<file path="src/rtl/acc_alu_pkg.sv">
package acc_alu_pkg;

    typedef enum logic [3:0] {
        OP_ADD  = 4'd0,
        OP_ADDC = 4'd1,
        OP_SUBB = 4'd2,
        OP_INC  = 4'd3,
        OP_DEC  = 4'd4,
        OP_AND  = 4'd5,
        OP_OR   = 4'd6,
        OP_XOR  = 4'd7,
        OP_CPL  = 4'd8,
        OP_ROL  = 4'd9,
        OP_ROR  = 4'd10,
        OP_ROLC = 4'd11,
        OP_RORC = 4'd12,
        OP_MUL  = 4'd13,
        OP_DIV  = 4'd14,
        OP_NOP  = 4'd15
    } alu_op_e;

    function automatic logic is_iterative(alu_op_e op);
        return (op == OP_MUL) || (op == OP_DIV);
    endfunction

    function automatic logic is_bitwise(alu_op_e op);
        return (op == OP_AND) || (op == OP_OR) || (op == OP_XOR) || (op == OP_CPL);
    endfunction

endpackage

</file>
<file path="src/rtl/acc_alu_arith.sv">
module acc_alu_arith
    import acc_alu_pkg::*;
#(
    parameter int DATA_W = 8,
    parameter int NIB_W  = 4
) (
    input  alu_op_e           op_i,
    input  logic [DATA_W-1:0] a_i,
    input  logic [DATA_W-1:0] d_i,
    input  logic              cy_i,
    input  logic              ac_i,
    input  logic              ov_i,
    output logic [DATA_W-1:0] res_o,
    output logic              cy_o,
    output logic              ac_o,
    output logic              ov_o
);

    localparam int MSB = DATA_W - 1;

    logic [DATA_W:0] wide;
    logic [NIB_W:0]  nib;
    logic            cin;

    always_comb begin
        wide  = '0;
        nib   = '0;
        cin   = 1'b0;
        res_o = a_i;
        cy_o  = cy_i;
        ac_o  = ac_i;
        ov_o  = ov_i;
        unique case (op_i)
            OP_ADD, OP_ADDC: begin
                cin   = (op_i == OP_ADDC) && cy_i;
                wide  = {1'b0, a_i} + {1'b0, d_i} + {{DATA_W{1'b0}}, cin};
                nib   = {1'b0, a_i[NIB_W-1:0]} + {1'b0, d_i[NIB_W-1:0]}
                      + {{NIB_W{1'b0}}, cin};
                res_o = wide[DATA_W-1:0];
                cy_o  = wide[DATA_W];
                ac_o  = nib[NIB_W];
                ov_o  = (a_i[MSB] == d_i[MSB]) && (wide[MSB] != a_i[MSB]);
            end
            OP_SUBB: begin
                wide  = {1'b0, a_i} - {1'b0, d_i} - {{DATA_W{1'b0}}, cy_i};
                nib   = {1'b0, a_i[NIB_W-1:0]} - {1'b0, d_i[NIB_W-1:0]}
                      - {{NIB_W{1'b0}}, cy_i};
                res_o = wide[DATA_W-1:0];
                cy_o  = wide[DATA_W];
                ac_o  = nib[NIB_W];
                ov_o  = (a_i[MSB] != d_i[MSB]) && (wide[MSB] != a_i[MSB]);
            end
            OP_INC:  res_o = a_i + {{(DATA_W-1){1'b0}}, 1'b1};
            OP_DEC:  res_o = a_i - {{(DATA_W-1){1'b0}}, 1'b1};
            OP_AND:  res_o = a_i & d_i;
            OP_OR:   res_o = a_i | d_i;
            OP_XOR:  res_o = a_i ^ d_i;
            OP_CPL:  res_o = ~a_i;
            OP_ROL:  res_o = {a_i[MSB-1:0], a_i[MSB]};
            OP_ROR:  res_o = {a_i[0], a_i[MSB:1]};
            OP_ROLC: begin
                res_o = {a_i[MSB-1:0], cy_i};
                cy_o  = a_i[MSB];
            end
            OP_RORC: begin
                res_o = {cy_i, a_i[MSB:1]};
                cy_o  = a_i[0];
            end
            default: res_o = a_i;
        endcase
    end

endmodule

</file>
<file path="src/rtl/acc_alu_muldiv.sv">
module acc_alu_muldiv #(
    parameter int DATA_W = 8
) (
    input  logic              clk,
    input  logic              rst_n,
    input  logic              start_i,
    input  logic              is_div_i,
    input  logic [DATA_W-1:0] a_i,
    input  logic [DATA_W-1:0] b_i,
    output logic              fin_o,
    output logic [DATA_W-1:0] lo_o,
    output logic [DATA_W-1:0] hi_o,
    output logic              ovf_o
);

    localparam int CNT_W = $clog2(DATA_W) + 1;
    localparam logic [CNT_W-1:0] LAST = CNT_W'(DATA_W - 1);

    typedef struct packed {
        logic                busy;
        logic                div;
        logic [CNT_W-1:0]    cnt;
        logic [2*DATA_W-1:0] p;
        logic [DATA_W-1:0]   b;
    } md_t;

    md_t md_d, md_q;

    logic [DATA_W:0]   msum;
    logic [DATA_W:0]   shv;
    logic [DATA_W:0]   diff;

    always_comb begin
        md_d  = md_q;
        msum  = {1'b0, md_q.p[2*DATA_W-1:DATA_W]}
              + (md_q.p[0] ? {1'b0, md_q.b} : '0);
        shv   = {md_q.p[2*DATA_W-1:DATA_W], md_q.p[DATA_W-1]};
        diff  = shv - {1'b0, md_q.b};
        fin_o = md_q.busy && (md_q.cnt == LAST);
        if (start_i) begin
            md_d.busy = 1'b1;
            md_d.div  = is_div_i;
            md_d.cnt  = '0;
            md_d.p    = {{DATA_W{1'b0}}, a_i};
            md_d.b    = b_i;
        end else if (md_q.busy) begin
            if (md_q.div) begin
                md_d.p[2*DATA_W-1:DATA_W] = diff[DATA_W] ? shv[DATA_W-1:0]
                                                         : diff[DATA_W-1:0];
                md_d.p[DATA_W-1:0]        = {md_q.p[DATA_W-2:0], ~diff[DATA_W]};
            end else begin
                md_d.p = {msum, md_q.p[DATA_W-1:1]};
            end
            md_d.cnt = md_q.cnt + 1'b1;
            if (fin_o) begin
                md_d.busy = 1'b0;
            end
        end
        lo_o  = md_d.p[DATA_W-1:0];
        hi_o  = md_d.p[2*DATA_W-1:DATA_W];
        ovf_o = md_q.div ? (md_q.b == '0) : (md_d.p[2*DATA_W-1:DATA_W] != '0);
    end

    always_ff @(posedge clk or negedge rst_n) begin
        if (!rst_n) begin
            md_q <= '0;
        end else begin
            md_q <= md_d;
        end
    end

    AST_MD_START_IDLE: assert property (@(posedge clk) disable iff (!rst_n)
        start_i |-> !md_q.busy);
    AST_MD_FIN_ENDS: assert property (@(posedge clk) disable iff (!rst_n)
        fin_o |=> !md_q.busy);

endmodule

</file>
<file path="src/rtl/acc_alu.sv">
module acc_alu
    import acc_alu_pkg::*;
#(
    parameter int DATA_W = 8
) (
    input  logic              clk,
    input  logic              rst_n,
    input  logic              start_i,
    input  logic [3:0]        op_i,
    input  logic [DATA_W-1:0] acc_i,
    input  logic [DATA_W-1:0] regb_i,
    input  logic [DATA_W-1:0] opnd_i,
    input  logic              cy_i,
    input  logic              ac_i,
    input  logic              ov_i,
    output logic [DATA_W-1:0] acc_o,
    output logic [DATA_W-1:0] regb_o,
    output logic              cy_o,
    output logic              ac_o,
    output logic              ov_o,
    output logic              par_o,
    output logic              done_o
);

    typedef struct packed {
        logic [DATA_W-1:0] acc;
        logic [DATA_W-1:0] regb;
        logic              cy;
        logic              ac;
        logic              ov;
        logic              par;
        logic              done;
        logic              busy;
        logic              ac_hold;
    } st_t;

    st_t st_d, st_q;

    alu_op_e           op;
    logic              accept;
    logic              md_start;
    logic              md_fin;
    logic              md_ovf;
    logic [DATA_W-1:0] md_lo, md_hi;
    logic [DATA_W-1:0] ar_res;
    logic              ar_cy, ar_ac, ar_ov;

    assign op       = alu_op_e'(op_i);
    assign accept   = start_i && !st_q.busy;
    assign md_start = accept && is_iterative(op);

    acc_alu_arith #(.DATA_W(DATA_W), .NIB_W(4)) u_arith (
        .op_i  (op),
        .a_i   (acc_i),
        .d_i   (opnd_i),
        .cy_i  (cy_i),
        .ac_i  (ac_i),
        .ov_i  (ov_i),
        .res_o (ar_res),
        .cy_o  (ar_cy),
        .ac_o  (ar_ac),
        .ov_o  (ar_ov)
    );

    acc_alu_muldiv #(.DATA_W(DATA_W)) u_muldiv (
        .clk      (clk),
        .rst_n    (rst_n),
        .start_i  (md_start),
        .is_div_i (op == OP_DIV),
        .a_i      (acc_i),
        .b_i      (regb_i),
        .fin_o    (md_fin),
        .lo_o     (md_lo),
        .hi_o     (md_hi),
        .ovf_o    (md_ovf)
    );

    always_comb begin
        st_d      = st_q;
        st_d.done = 1'b0;
        if (accept) begin
            if (is_iterative(op)) begin
                st_d.busy    = 1'b1;
                st_d.ac_hold = ac_i;
            end else begin
                st_d.acc  = ar_res;
                st_d.regb = regb_i;
                st_d.cy   = ar_cy;
                st_d.ac   = ar_ac;
                st_d.ov   = ar_ov;
                st_d.par  = ^ar_res;
                st_d.done = 1'b1;
            end
        end
        if (st_q.busy && md_fin) begin
            st_d.acc  = md_lo;
            st_d.regb = md_hi;
            st_d.cy   = 1'b0;
            st_d.ac   = st_q.ac_hold;
            st_d.ov   = md_ovf;
            st_d.par  = ^md_lo;
            st_d.done = 1'b1;
            st_d.busy = 1'b0;
        end
    end

    always_ff @(posedge clk or negedge rst_n) begin
        if (!rst_n) begin
            st_q <= '0;
        end else begin
            st_q <= st_d;
        end
    end

    assign acc_o  = st_q.acc;
    assign regb_o = st_q.regb;
    assign cy_o   = st_q.cy;
    assign ac_o   = st_q.ac;
    assign ov_o   = st_q.ov;
    assign par_o  = st_q.par;
    assign done_o = st_q.done;

    AST_SINGLE_DONE: assert property (@(posedge clk) disable iff (!rst_n)
        (accept && !is_iterative(op)) |=> done_o);
    AST_BUSY_NO_DONE: assert property (@(posedge clk) disable iff (!rst_n)
        (st_q.busy && !md_fin) |=> !done_o);
    AST_MD_CLEARS_CY: assert property (@(posedge clk) disable iff (!rst_n)
        (st_q.busy && md_fin) |=> (done_o && !cy_o));
    AST_BITWISE_FLAGS: assert property (@(posedge clk) disable iff (!rst_n)
        (accept && is_bitwise(op)) |=>
            (cy_o == $past(cy_i) && ac_o == $past(ac_i) && ov_o == $past(ov_i)));
    AST_PARITY_MATCH: assert property (@(posedge clk) disable iff (!rst_n)
        done_o |-> (par_o == ^acc_o));

endmodule

</file>
<file path="config.mk">
export PLATFORM = sky130hd
export DESIGN_NAME = acc_alu
export DESIGN_NICKNAME = d
export VERILOG_FILES = /design/src/rtl/acc_alu_pkg.sv /design/src/rtl/acc_alu_arith.sv /design/src/rtl/acc_alu_muldiv.sv /design/src/rtl/acc_alu.sv
export SDC_FILE = /design/constraint.sdc
export NUM_CORES = 1
export LEC_CHECK = 0
export BUFFER_PORTS_ARGS = -buffer_cell sky130_fd_sc_hd__buf_2
export CELL_PAD_IN_SITES_DETAIL_PLACEMENT = 0
export CELL_PAD_IN_SITES_GLOBAL_PLACEMENT = 1
export CORE_MARGIN = 8
export CORE_UTILIZATION = 30
export DETAILED_ROUTE_END_ITERATION = 8
export GPL_ROUTABILITY_DRIVEN = 0
export PLACE_DENSITY = 0.66
export SETUP_SLACK_MARGIN = 0.15
export SYNTH_ARGS = -nofsm -noshare
export SYNTH_HDL_FRONTEND = slang
export SYNTH_SLANG_ARGS = --single-unit
</file>
<file path="constraint.sdc">
create_clock -name clk -period 4.1 [get_ports clk]
set_input_delay 0.615 -clock clk [delete_from_list [all_inputs] [get_ports clk]]
set_output_delay 0.615 -clock clk [all_outputs]
set_load 0.01 [all_outputs]
</file>
==> flow_summary.yaml <==
clock_network:
  cts.path.max_buffers: 2
  htreeDepth: 2
  clk_latency_ps: 290
  cts_sinks: 53
  cts_setup_buffers: 0
  clkTransAtPathRegs_ps: 70
  cts_tree: "built"
  cts_made_buffers: 5
  clockRootBuffer: "clkbuf_16"
critical_path:
  path_delay_family: "simple AND/OR/NAND/NOR gates"
  cp_max_fo: 3
  critical_path_buf_inv_count: 1
  worstPathRequired_ps: 4260
  critical_path.cell_chain: "buf_6, or2_4, or3_4, fa_2, fa_2, nor2b_1, o221a_2, nor4_1, or3_1, a211o_1, o21ai_2, xor2_2, xnor2_2, a21bo_1, a21boi_2, o31ai_2"
  worst-r2r-cell-count: 15
  cp_common_cell: "fa_2"
  cp-end-kind: "register"
  cp-start-kind: "primary input"
  path_depth: 16
  critical_path_arrival_ps: 4010
  slowest_stage: "fa_2"
  crit_type: "in -> reg"
  slowest_delay_ps: 400
sta:
  fin_crit_sh_pct: 93.8
  rsz0062_at_grt: "true"
  slew_headroom_pct: 31.7
  period_minus_slack_ps: 3850
  maxSlewViolCount: 0
  final_hold_viol_count: 0
  fmax_ghz: 0.260
  setup_viol: 0
  fin_skew_ps: 9.43
  tightest_slew_ps: 1020
final_layout:
  instances_no_fill: 994
  num-fill-cells: 1951
  area_delta_synth_final_pct: 15.2
  post-route-util_pct: 35.0
  drive_above_1_share_pct: 18.9
  antenna_cells: 0
  nets: 847
logic_synthesis:
  ys_async_sr_fraction_pct: 100
  synth_cells: 709
  ys_types: 79
  syn-num-nets: 797
  yosys_warnings: 0
  ys_ff_latch: 53
  ys.flop_type: "dfrtp_1"
  yosysSeqAreaShare_pct: 23.5
  synth_edf_count: 0
  synthesis.area_sq_um: 5650
  postSynthAreaPerCell_sq_um: 7.96
detailed_routing:
  drt-initial-drc-count: 349
  firstDrtPassIters: 5
  num_vias: 5273
  ant_nets: 0
  route.detailed.drc: 0
  dr_wl_met2_mm: 8.22
  detail_route.wl_per_cell_um: 18.0
  m1WireLength_mm: 8.91
  wl_mm: 17.9
  dr_wl_met3_um: 594
  vias_per_cell: 5.30
  top_layer_used: "met4"
die:
  start_util_pct: 30.4
  io_pins: 55
  coreArea_sq_um: 18600
  dieArea_sq_um: 23500
  num_rows: 50
  fp.dieW_um: 153
  die-height_um: 153
global_routing:
  grt_max_degree: 47
  grt_pass1_wl_mm: 28.5
  grt_usage_pct: 14.8
  grt_antenna_before_repair: 0
  grt_remaining_overflow: 0
  grt_pass1_vias: 5031
placed_design:
  port_buffers: 54
  dp_hpwl_mm: 13.9
  place_inst: 986
power:
  p_leak_nw: 2.99
  irDropWorstVdd_mv: 0.299
  power_density_nw_per_um2: 643
min_path:
  hold_class: "in -> async"
run:
  maxCapViolCount: 0
status:
  outcome: "finished clean"
per-stage QoR:
stage | setup WS [ps] | power (W) | cell area (sq um) | hold WS (ps) | TNS, ps
2_1_floorplan | -24.2 | 0.00296 | 5700 | 319 | -24.2
3_3_place_gp | -132 | 0.00371 | 6290 | 468 | -132
3_5_place_dp | -157 | 0.00371 | 6290 | 473 | -157
4_1_cts | 157 | 0.00418 | 6460 | 383 | 0
5_1_grt | 56.7 | 0.00456 | 6500 | 419 | 0
6_report | 255 | 0.00418 | 6500 | 363 | 0
per-layer routing:
layer	vias up	track usage (%)
li1	2621	-
met1	2535	21.1
met2	103	23.8
met3	14	1.72
met4	0	2.12
met5	-	0
cell usage after synthesis (7+ instances only):
library cell | count | area [sq um]
ha_1 | 48 | 601
nand2_1 | 66 | 248
clkbuf_1 | 30 | 113
nor2_1 | 56 | 210
a22oi_1 | 11 | 82.6
dfrtp_1 | 53 | 1330
o221ai_1 | 11 | 96.3
inv_1 | 57 | 214
o31ai_1 | 7 | 52.6
o21a_1 | 8 | 60.1
buf_4 | 16 | 120
o21ai_0 | 44 | 220
nand4_1 | 8 | 50.1
nand3_1 | 9 | 45.0
or3_1 | 9 | 56.3
a211oi_1 | 8 | 60.1
mux2i_1 | 15 | 150
nor2b_1 | 10 | 62.6
a21o_1 | 7 | 52.6
and2_1 | 10 | 62.6
a31oi_1 | 7 | 43.8
a21oi_1 | 41 | 205
nor3_1 | 12 | 60.1
xnor2_1 | 27 | 236
xor2_1 | 11 | 96.3
o211ai_1 | 10 | 75.1
flip-flops by register name, indices dropped and copies added, names as in the netlist:
register and cells:
ac_o 1, cy_o 1, regb_o 8, done_o 1, ov_o 1, acc_o 8, u_muldiv.md_q 30, st_q 2
par_o 1
worst reg2reg max path: stages, from the launching register on:
cell and delay [ps]:
dfrtp_1 420, inv_1 80, ha_1 160, inv_1 60, fa_1 450, a21o_1 170
a21oi_1 230, o21ai_0 150, a21oi_2 240, xor2_2 320, or3_1 180, a311oi_1 80
o21ai_0 370, nand4_1 240, o31ai_1 250, o211ai_1 120
kinds of logic (layout without fill, tap and decap cells):
logic type / count (synthesis) / in the layout / share of synthesized area (%)
flops: 53 / 53 / 23.5
mux: 17 / 17 / 3.06
fa+ha+maj: 55 / 55 / 12.9
compound gates: 211 / 211 / 25.7
xor+xnor: 41 / 41 / 6.87
simple gates: 215 / 215 / 18.7
buf+inv: 117 / 168 / 9.28
worst paths after layout:
check | start | endpoint | slack (ps)
max in group asynchronous | rst_n | u_muldiv.md_q[7] | 2950
worst min register to register | st_q[0] | st_q[0] | 490
worst max register to register | u_muldiv.md_q[15] | ov_o | 450
worst max-delay path | op_i[2] | par_o | 250
min in group clk | st_q[0] | st_q[0] | 490
worst min-delay path | rst_n | u_muldiv.md_q[17] | 360
layout make-up:
type	count	area (sq um)	share of cell area, %
well taps	234	293	4.50
multi-input cells	539	3870	59.5
flip-flops and latches	53	1330	20.4
clock buffers	6	139	2.14
repair buffers	103	651	10.0
inverters	57	214	3.29
clock inverters	2	13.8	0.212
report_power, final:
group / switching (W) / internal (W)
registers: 0.000275 / 0.000779
logic: 0.00146 / 0.00123
clock network: 0.000193 / 0.000243
total: 0.00193 / 0.00225
cells in the final DEF, fill, tap and decap left out, drive strengths merged, types with 8 or more instances in the layout:
master  count
nand4       8
a22oi      11
nor3       12
mux2i      15
inv        57
o211ai     10
nand3       9
or3        10
nand2      66
nor2       56
xor2       12
xnor2      28
o221ai     11
ha         48
o31ai       8
buf       103
dfrtp      53
a21oi      41
nor2b      10
o21a        8
a211oi      8
and2       11
o21ai      44
what timing repair did:
item / CTS / global route
gates resized for setup: 4 / 8
pin swaps: 10 / 15
endpoints found under the setup margin: 1 / 2
hold buffers: 0 / 0
(Power assumes the default switching activity.)
